### src/rtl/esc_lane_pkg.sv
package esc_lane_pkg;
    // wire pair symbols, named {p,n}
    typedef enum logic [1:0] {SYM_11, SYM_10, SYM_01, SYM_00} sym_t;
    typedef enum logic [2:0] {ST_IDLE, ST_ENTRY, ST_SER, ST_DATA, ST_ULPS, ST_WAKE, ST_EXIT} st_t;
    typedef enum logic [1:0] {MD_DATA, MD_ULPS, MD_TRIG} md_t;

    localparam logic [7:0] CMD_DATA = 8'hE1;
    localparam logic [7:0] CMD_ULPS = 8'h1E;
    localparam logic [7:0] CMD_TRST = 8'h62;
    localparam logic [7:0] CMD_TTST = 8'h5D;
    localparam logic [7:0] CMD_TUK4 = 8'h21;
    localparam logic [7:0] CMD_TUK5 = 8'hA0;

    function automatic sym_t mark_sym(input logic b);
        return b ? SYM_01 : SYM_10;
    endfunction
endpackage

### src/rtl/esc_cmd_sel.sv
module esc_cmd_sel
    import esc_lane_pkg::*;
(
    input  logic       sel_data,
    input  logic       sel_ulps,
    input  logic [3:0] sel_trig,
    output logic       hit,
    output md_t        mode,
    output logic [7:0] cmd
);
    always_comb begin
        hit  = 1'b1;
        mode = MD_TRIG;
        cmd  = 8'h00;
        if (sel_data) begin
            mode = MD_DATA;
            cmd  = CMD_DATA;
        end else if (sel_ulps) begin
            mode = MD_ULPS;
            cmd  = CMD_ULPS;
        end else if (sel_trig[0]) begin
            cmd = CMD_TRST;
        end else if (sel_trig[1]) begin
            cmd = CMD_TTST;
        end else if (sel_trig[2]) begin
            cmd = CMD_TUK4;
        end else if (sel_trig[3]) begin
            cmd = CMD_TUK5;
        end else begin
            hit = 1'b0;
        end
    end
endmodule

### src/rtl/esc_line_drv.sv
module esc_line_drv
    import esc_lane_pkg::*;
(
    input  sym_t sym,
    output logic p,
    output logic n
);
    always_comb begin
        unique case (sym)
            SYM_11:  {p, n} = 2'b11;
            SYM_10:  {p, n} = 2'b10;
            SYM_01:  {p, n} = 2'b01;
            default: {p, n} = 2'b00;
        endcase
    end
endmodule

### src/rtl/esc_lane_tx.sv
module esc_lane_tx
    import esc_lane_pkg::*;
#(
    parameter int PHASE_CYC = 4,
    parameter int WAKE_CYC  = 1000
) (
    input  logic       clk,
    input  logic       rst_n,
    input  logic       esc_req,
    input  logic       esc_lpdt,
    input  logic       esc_ulps,
    input  logic [3:0] trig_sel,
    input  logic       esc_valid,
    input  logic [7:0] esc_data,
    output logic       esc_ready,
    input  logic       ulps_exit,
    output logic       lp_p,
    output logic       lp_n,
    output logic       stop_state,
    output logic       ulps_active_n
);
    localparam int MAXC = (PHASE_CYC > WAKE_CYC) ? PHASE_CYC : WAKE_CYC;
    localparam int CW   = $clog2(MAXC + 1);
    localparam logic [CW-1:0] PH_LD = CW'(PHASE_CYC - 1);
    localparam logic [CW-1:0] WK_LD = CW'(WAKE_CYC - 1);

    typedef struct packed {
        st_t        st;
        sym_t       sym;
        logic [CW-1:0] cnt;
        logic [2:0] step;
        logic       space;
        logic       is_cmd;
        md_t        md;
        logic [7:0] sh;
        logic       req;
        logic       rdy;
    } lane_t;

    lane_t q, d;
    logic  sel_hit;
    md_t   sel_md;
    logic [7:0] sel_cmd;
    logic  tick;

    esc_cmd_sel u_sel (
        .sel_data(esc_lpdt), .sel_ulps(esc_ulps), .sel_trig(trig_sel),
        .hit(sel_hit), .mode(sel_md), .cmd(sel_cmd)
    );

    esc_line_drv u_drv (.sym(q.sym), .p(lp_p), .n(lp_n));

    assign tick = (q.cnt == '0);

    always_comb begin
        d     = q;
        d.req = esc_req;
        d.rdy = 1'b0;
        if (!tick) d.cnt = q.cnt - 1'b1;
        unique case (q.st)
            ST_IDLE: begin
                if (esc_req && !q.req && sel_hit) begin
                    d.st   = ST_ENTRY;
                    d.step = 3'd0;
                    d.sym  = SYM_10;
                    d.cnt  = PH_LD;
                    d.sh   = sel_cmd;
                    d.md   = sel_md;
                end
            end
            ST_ENTRY: begin
                if (tick) begin
                    d.cnt  = PH_LD;
                    d.step = q.step + 1'b1;
                    unique case (q.step)
                        3'd0:    d.sym = SYM_00;
                        3'd1:    d.sym = SYM_01;
                        3'd2:    d.sym = SYM_00;
                        default: begin
                            d.st     = ST_SER;
                            d.is_cmd = 1'b1;
                            d.step   = 3'd0;
                            d.space  = 1'b0;
                            d.sym    = mark_sym(q.sh[7]);
                        end
                    endcase
                end
            end
            ST_SER: begin
                if (tick) begin
                    d.cnt = PH_LD;
                    if (!q.space) begin
                        d.space = 1'b1;
                        d.sym   = SYM_00;
                    end else if (q.step == 3'd7) begin
                        if (!q.is_cmd || q.md == MD_DATA) begin
                            d.st  = ST_DATA;
                            d.sym = SYM_00;
                        end else if (q.md == MD_ULPS) begin
                            d.st  = ST_ULPS;
                            d.sym = SYM_00;
                        end else begin
                            d.st  = ST_EXIT;
                            d.sym = SYM_01;
                        end
                    end else begin
                        d.step  = q.step + 1'b1;
                        d.space = 1'b0;
                        if (q.is_cmd) begin
                            d.sh  = {q.sh[6:0], 1'b0};
                            d.sym = mark_sym(q.sh[6]);
                        end else begin
                            d.sh  = {1'b0, q.sh[7:1]};
                            d.sym = mark_sym(q.sh[1]);
                        end
                    end
                end
            end
            ST_DATA: begin
                if (esc_req && esc_valid) begin
                    d.st     = ST_SER;
                    d.is_cmd = 1'b0;
                    d.step   = 3'd0;
                    d.space  = 1'b0;
                    d.sh     = esc_data;
                    d.sym    = mark_sym(esc_data[0]);
                    d.cnt    = PH_LD;
                    d.rdy    = 1'b1;
                end else if (!esc_req) begin
                    d.st  = ST_EXIT;
                    d.sym = SYM_01;
                    d.cnt = PH_LD;
                end
            end
            ST_ULPS: begin
                if (ulps_exit) begin
                    d.st  = ST_WAKE;
                    d.sym = SYM_10;
                    d.cnt = WK_LD;
                end
            end
            default: begin // ST_WAKE, ST_EXIT
                if (tick) begin
                    d.st  = ST_IDLE;
                    d.sym = SYM_11;
                end
            end
        endcase
    end

    always_ff @(posedge clk or negedge rst_n) begin
        if (!rst_n) begin
            q        <= '0;
            q.st     <= ST_IDLE;
            q.sym    <= SYM_11;
            q.md     <= MD_DATA;
        end else begin
            q <= d;
        end
    end

    assign esc_ready     = q.rdy;
    assign stop_state    = (q.st == ST_IDLE);
    assign ulps_active_n = !(q.st == ST_ULPS || q.st == ST_WAKE);

    // stop state coincides with the idle wire level
    a_r1_stop_lines: assert property (@(posedge clk) disable iff (!rst_n)
        stop_state == (lp_p && lp_n));
    // ready is a single-cycle pulse
    a_r5_ready_pulse: assert property (@(posedge clk) disable iff (!rst_n)
        esc_ready |=> !esc_ready);
    // ready only answers a presented byte
    a_r5_ready_after_valid: assert property (@(posedge clk) disable iff (!rst_n)
        esc_ready |-> $past(esc_valid));
    // during ultra-low-power the negative wire stays low
    a_r8_ulps_n_low: assert property (@(posedge clk) disable iff (!rst_n)
        !ulps_active_n |-> !lp_n);
    // no direct swap between marks
    a_r10_no_swap_10: assert property (@(posedge clk) disable iff (!rst_n)
        (lp_p && !lp_n) |=> !(!lp_p && lp_n));
    a_r10_no_swap_01: assert property (@(posedge clk) disable iff (!rst_n)
        (!lp_p && lp_n) |=> !(lp_p && !lp_n));
endmodule

### config.mk
export PLATFORM = sky130hd
export DESIGN_NAME = esc_lane_tx
export DESIGN_NICKNAME = d
export VERILOG_FILES = /design/src/rtl/esc_lane_pkg.sv /design/src/rtl/esc_cmd_sel.sv /design/src/rtl/esc_line_drv.sv /design/src/rtl/esc_lane_tx.sv
export SDC_FILE = /design/constraint.sdc
export NUM_CORES = 1
export LEC_CHECK = 0
export BUFFER_PORTS_ARGS = -buffer_cell sky130_fd_sc_hd__buf_2
export CORE_MARGIN = 1
export CORE_UTILIZATION = 50
export CTS_CLUSTER_SIZE = 8
export DETAILED_ROUTE_END_ITERATION = 8
export GPL_TIMING_DRIVEN = 1
export HOLD_SLACK_MARGIN = 0.15
export PLACE_DENSITY_LB_ADDON = 0.3
export REMOVE_ABC_BUFFERS = 1
export SLEW_MARGIN = 20
export SYNTH_ARGS = -nofsm -noshare
export SYNTH_HDL_FRONTEND = slang
export SYNTH_SLANG_ARGS = --single-unit
### constraint.sdc
create_clock -name clk -period 2.3 [get_ports clk]
set_input_delay 0.23 -clock clk [delete_from_list [all_inputs] [get_ports clk]]
set_output_delay 0.23 -clock clk [all_outputs]
set_load 0.05 [all_outputs]
Word-level counts from Yosys, hierarchy flattened
Index checks and enable logic that the tools add are counted.
{"block": "op_classes", "addsub": 2, "eq_ne": 21, "mux": 56, "n_reduce_logical": 29}
{"op": "2-to-1 mux 8 bit", "count": 12}
{"op": "one-hot mux 10 bit (5 select lines)", "count": 1}
{"op": "2-to-1 mux 15 bit", "count": 3}
{"op": "one-hot mux 5 bit (5 select lines)", "count": 1}
{"op": "one-hot mux 8 bit (3 select lines)", "count": 1}
{"op": "2-to-1 mux 20 bit", "count": 1}
{"op": "2-to-1 mux 5 bit", "count": 4}
{"op": "2-to-1 mux 19 bit", "count": 1}
{"op": "2-to-1 mux 18 bit", "count": 1}
{"op": "2-to-1 mux 2 bit", "count": 9}
{"op": "inequality test 2 bit, second input constant", "count": 8}
{"op": "2-to-1 mux 3 bit", "count": 4}
{"op": "one-hot mux 3 bit (4 select lines)", "count": 1}
{"op": "AND reduction 6 bit", "count": 2}
{"op": "2-to-1 mux 1 bit", "count": 11}
{"op": "logical NOT 10 bit", "count": 1}
{"op": "2-to-1 mux 10 bit", "count": 1}
{"op": "subtractor 10 x 1 -> 10 bit, second input constant", "count": 1}
{"op": "equality test 3 x 2 -> 1 bit, second input constant", "count": 3}
{"op": "equality test 3 bit, second input constant", "count": 3}
{"op": "AND reduction 9 bit", "count": 1}
{"op": "2-to-1 mux 4 bit", "count": 2}
{"op": "nonzero test 4 bit", "count": 2}
{"op": "AND reduction 7 bit", "count": 1}
{"op": "other kinds (21)", "count": 33}
{"block": "totals", "register_bits": 32, "output_inout_bits": 5, "word_cells": 118}

Logic depth before layout (Yosys ltp)
{"block": "depth", "ltp_word": 9, "depth_mapped": 10, "depth_no_buf": 9}

Hierarchy
From an unflattened synthesis, not the netlist that was laid out.
{"block": "unflattened", "cells_unflattened": 269, "area_unflattened_um2": 2258.4}
{"module": "esc_lane_tx", "n_inst": 1, "cells_per_inst": 247, "area_per_inst_um2": 2137.0}
{"module": "esc_cmd_sel", "n_inst": 1, "cells_per_inst": 20, "area_per_inst_um2": 113.9}
{"module": "esc_line_drv", "n_inst": 1, "cells_per_inst": 2, "area_per_inst_um2": 7.5}

Worst setup path after synthesis
No wires, ideal clock.
{"block": "synth_path", "kind": "reg-to-reg", "from": "reg q[17] (netlist name)", "to": "reg q[29] (netlist name)", "t_arrival_ps": 2213, "path_slack_ps": -38, "path_stages_with_launch": 8, "n_path_buf": 0, "synth_period_minus_slack_ps": 2338, "cell_sequence": "dfrtp_1 > inv_1 > ha_1 > or4b_1 > o41ai_2 > o21ai_1 > nor4_4 > mux2_2"}
{"block": "synth_via", "elab_chain_cells": 3, "word_cells_on_any_way": 5}
{"item": "start, declared", "line": "esc_lane_tx.sv:40", "rtl": "lane_t q, d;"}
{"item": "logical NOT 10 bit *", "line": "esc_lane_tx.sv:53", "rtl": "assign tick = (q.cnt == '0);"}
{"item": "inequality test 2 bit (no source line) or nonzero test 4 bit (tied branches)"}
{"item": "AND reduction 9 bit (no source line) *"}
Every way passes the cells marked *; elsewhere a longest branch is shown, timed or not.
A chain may end at the register's enable or synchronous reset.

Worst setup path after layout
{"block": "layout_path", "from": "reg q[18] (netlist name)", "to": "reg q[31] (netlist name)"}
Same word-level chain as after synthesis.

==> results.sh <==
export IMPL_rows=24
export IMPL_grt_first_pass_wirelength_um=10600
export IMPL_routed_via_density=6.14
export IMPL_power_mw=4.15
export IMPL_die_h_um=69.4
export IMPL_r2r_start="q[18]"
export IMPL_syn_to_final_growth_pct=36.1
export IMPL_rsz0062_at_grt="yes"
export IMPL_core_um2=4350
export IMPL_insertion_delay_ns=0.28
export IMPL_hold_path_class="input port to register"
export IMPL_critical_path_class="register to register"
export IMPL_hold_viol_final=0
export IMPL_grt_max_degree=33
export IMPL_synth_cell_types=54
export IMPL_ant_nets=0
export IMPL_syn_area_um2=2270
export IMPL_hold_path_depth=3
export IMPL_cts_root_buf="clkbuf_8"
export IMPL_gp_congestion=0.929
export IMPL_dp_cells=348
export IMPL_cp_max_fo=6
export IMPL_layout_nets=348
export IMPL_synth_area_leaders="dfrtp_1 (35%), mux2_2 (6.4%), nor2_1 (4.8%)"
export IMPL_hpwl_um=4260
export IMPL_clk_pin_slew_ns=0.07
export IMPL_overflow=0
export IMPL_startpoint="q[18]"
export IMPL_fin_crit_sh=1.04
export IMPL_first_iter_violations=183
export IMPL_synth_edff_count=0
export IMPL_avgSynthCellArea_um2=9.12
export IMPL_fin_crit_ns=2.40
export IMPL_worstSetupStartpointType="register"
export IMPL_async_flop_share=1.00
export IMPL_cp_end_kind="register"
export IMPL_avgRoutedWirePerCell_um=18.4
export IMPL_layout_drive_gt1_share=0.410
export IMPL_rr_endpoint="q[31]"
export IMPL_grtUsageTotal=0.279
export IMPL_dp_slack_ns=-0.191
export IMPL_ys_seq_elements=32
export IMPL_status="finished with violations"
export IMPL_die_area_um2=4810
export IMPL_cap_violations=0
export IMPL_layout_setup_ws_ns=-0.102
export IMPL_violations="negative setup slack"
export IMPL_cp_required_ns=2.47
export IMPL_ir_worst_vdd_mv=0.762
export IMPL_synth_main_ff_cell="dfrtp_1"
export IMPL_cts_sinks=32
export IMPL_io_pins=24
export IMPL_ctsHtreeMaxLevel=2
export IMPL_clockBufferDepth=2
export IMPL_n_antenna_cell=0
export IMPL_p_leak_nw=1.41
export IMPL_cellPowerDensity_nw_per_um2=1340
export IMPL_clock_skew_final_ns=0.00250
export IMPL_yosysSeqAreaShare=0.353
export IMPL_min_to="q[10]"
export IMPL_slew_viol_final=0
export IMPL_tightest_slew_ns=0.768
export IMPL_portBuffers=23
export IMPL_slew_headroom=0.488
export IMPL_hold_ws_ns=0.281
export IMPL_ys_warn_count=0
export IMPL_final_cells=374
export IMPL_arrival_ns=2.57
export IMPL_netlist_instances=249
export IMPL_r2r_setup_slack_ns=-0.10
export IMPL_setup_violations=13
export IMPL_reg2reg_depth=9
export IMPL_num_vias=2297
export IMPL_finalWirelength_um=6900
export IMPL_start_util=0.521
export IMPL_yosysTopAreaCellShare=0.353
export IMPL_grt_pass1_vias=2216
export IMPL_yosysTopAreaCell="dfrtp_1"
export IMPL_antenna_found_initial=0
export IMPL_clock_fmax_mhz=416
export IMPL_drc=0
export IMPL_fp_dieW_um=69.4
export IMPL_hp_start="esc_ulps"
export IMPL_cts_made_buffers=5
export IMPL_firstDrtPassIters=4
export IMPL_num_fill_cells=304
export IMPL_cts_tree="done"
-- cells in the final DEF, fill, tap and decap left out, types with 5 or more instances in the layout --
cell,instances
nand2_1,9
ha_1,6
inv_1,13
clkbuf_8,6
o21ai_0,15
dfrtp_1,32
nor2_1,28
buf_2,23
buf_4,49
mux2_4,11
a21oi_1,12
a31oi_1,5
nor3_1,8
o211ai_1,5
mux2i_1,5
-- synthesized netlist by cell type (2+ instances only) --
library cell,number
o221ai_1,3
and2_1,2
nor2_1,29
o31ai_1,4
nor2b_1,4
xnor2_1,3
o21ai_0,18
nor4_1,4
mux2i_1,5
o211ai_1,5
ha_1,8
clkbuf_8,3
or3b_2,2
a32oi_1,3
mux2_1,2
nand2b_1,4
nand3b_1,3
o2bb2ai_1,2
o21bai_1,2
a31oi_1,5
mux2_2,13
inv_1,16
dfrtp_1,32
clkbuf_1,6
buf_2,2
o41ai_1,2
a221o_1,3
o22ai_1,3
nand2_1,10
or4_1,2
nor3_1,8
a21oi_1,15
nand3_1,4
or2_2,2
-- cells by family after synthesis --
family / synth area share
and+or+nand+nor: 0.203
xor gates and xnor gates: 0.0116
buffers and inverters: 0.0656
muxes: 0.0965
DFF: 0.353
AOI/OAI and AO/OA: 0.226
adders and majority gates: 0.0441
-- final cells by class --
class                           count  area, um2  share of cell area
Clock buffer                        8       90.1              0.0292
Inverter                           16       60.1              0.0194
Multi-Input combinational cell    189       1540               0.497
Sequential cell                    32        801               0.259
Tap cell                           52       65.1              0.0211
Timing Repair Buffer               77        537               0.174
-- metrics by stage --
step | TNS (ns) | cell area (um2) | util
after CTS | -0.160 | 2960 | 0.679
after detailed placement | -2.00 | 2630 | 0.604
after global placement | -0.980 | 2630 | 0.604
after global routing | -2.35 | 3090 | 0.709
after floorplan | -1.24 | 2180 | -
final | -0.894 | 3090 | 0.709
-- how the worst max path moves through the flow --
stage,end
after floorplan,q[29]
after global placement,q[29]
after detailed placement,q[29]
after CTS,q[30]
after global routing,q[6]
final,q[31]
-- timing repair --
action | 4_1_cts | 5_1_grt
hold buffers | 2 | 0
endpoints found under the setup margin | 21 | 24
setup buffers | 13 | 4
pin swaps | 6 | 17
hold endpoints to repair | 33 | 0
gates resized for setup | 27 | 23
-- worst max-delay path: stages, from the launching register on --
cell,delay (ns)
dfrtp_1,0.40
inv_2,0.09
ha_4,0.13
or4b_4,0.50
nor3_4,0.14
buf_6,0.17
o31ai_4,0.08
nor4_4,0.28
buf_4,0.20
mux2_4,0.30
-- state kept, by name, indices dropped and copies added, names as in the netlist --
name and count:
q 31, esc_ready 1
-- where the power goes --
part	switching, mW	internal (mW)	leakage (nW)
Combinational	1.34	1.35	0.955
Clock	0.205	0.244	0.0455
Sequential	0.243	0.772	0.405
Total	1.79	2.37	1.41
-- routing by layer --
| metal | GRT usage | vias to the layer above | share of wire |
|---|---|---|---|
| met2 | 0.429 | 116 | 0.47 |
| li1 | - | 1065 | - |
| met5 | 0 | - | 0 |
| met1 | 0.378 | 1092 | 0.44 |
| met4 | 0.125 | 0 | 0.028 |
| met3 | 0.0596 | 24 | 0.063 |
Note: power is estimated with default switching activity, not from simulation.
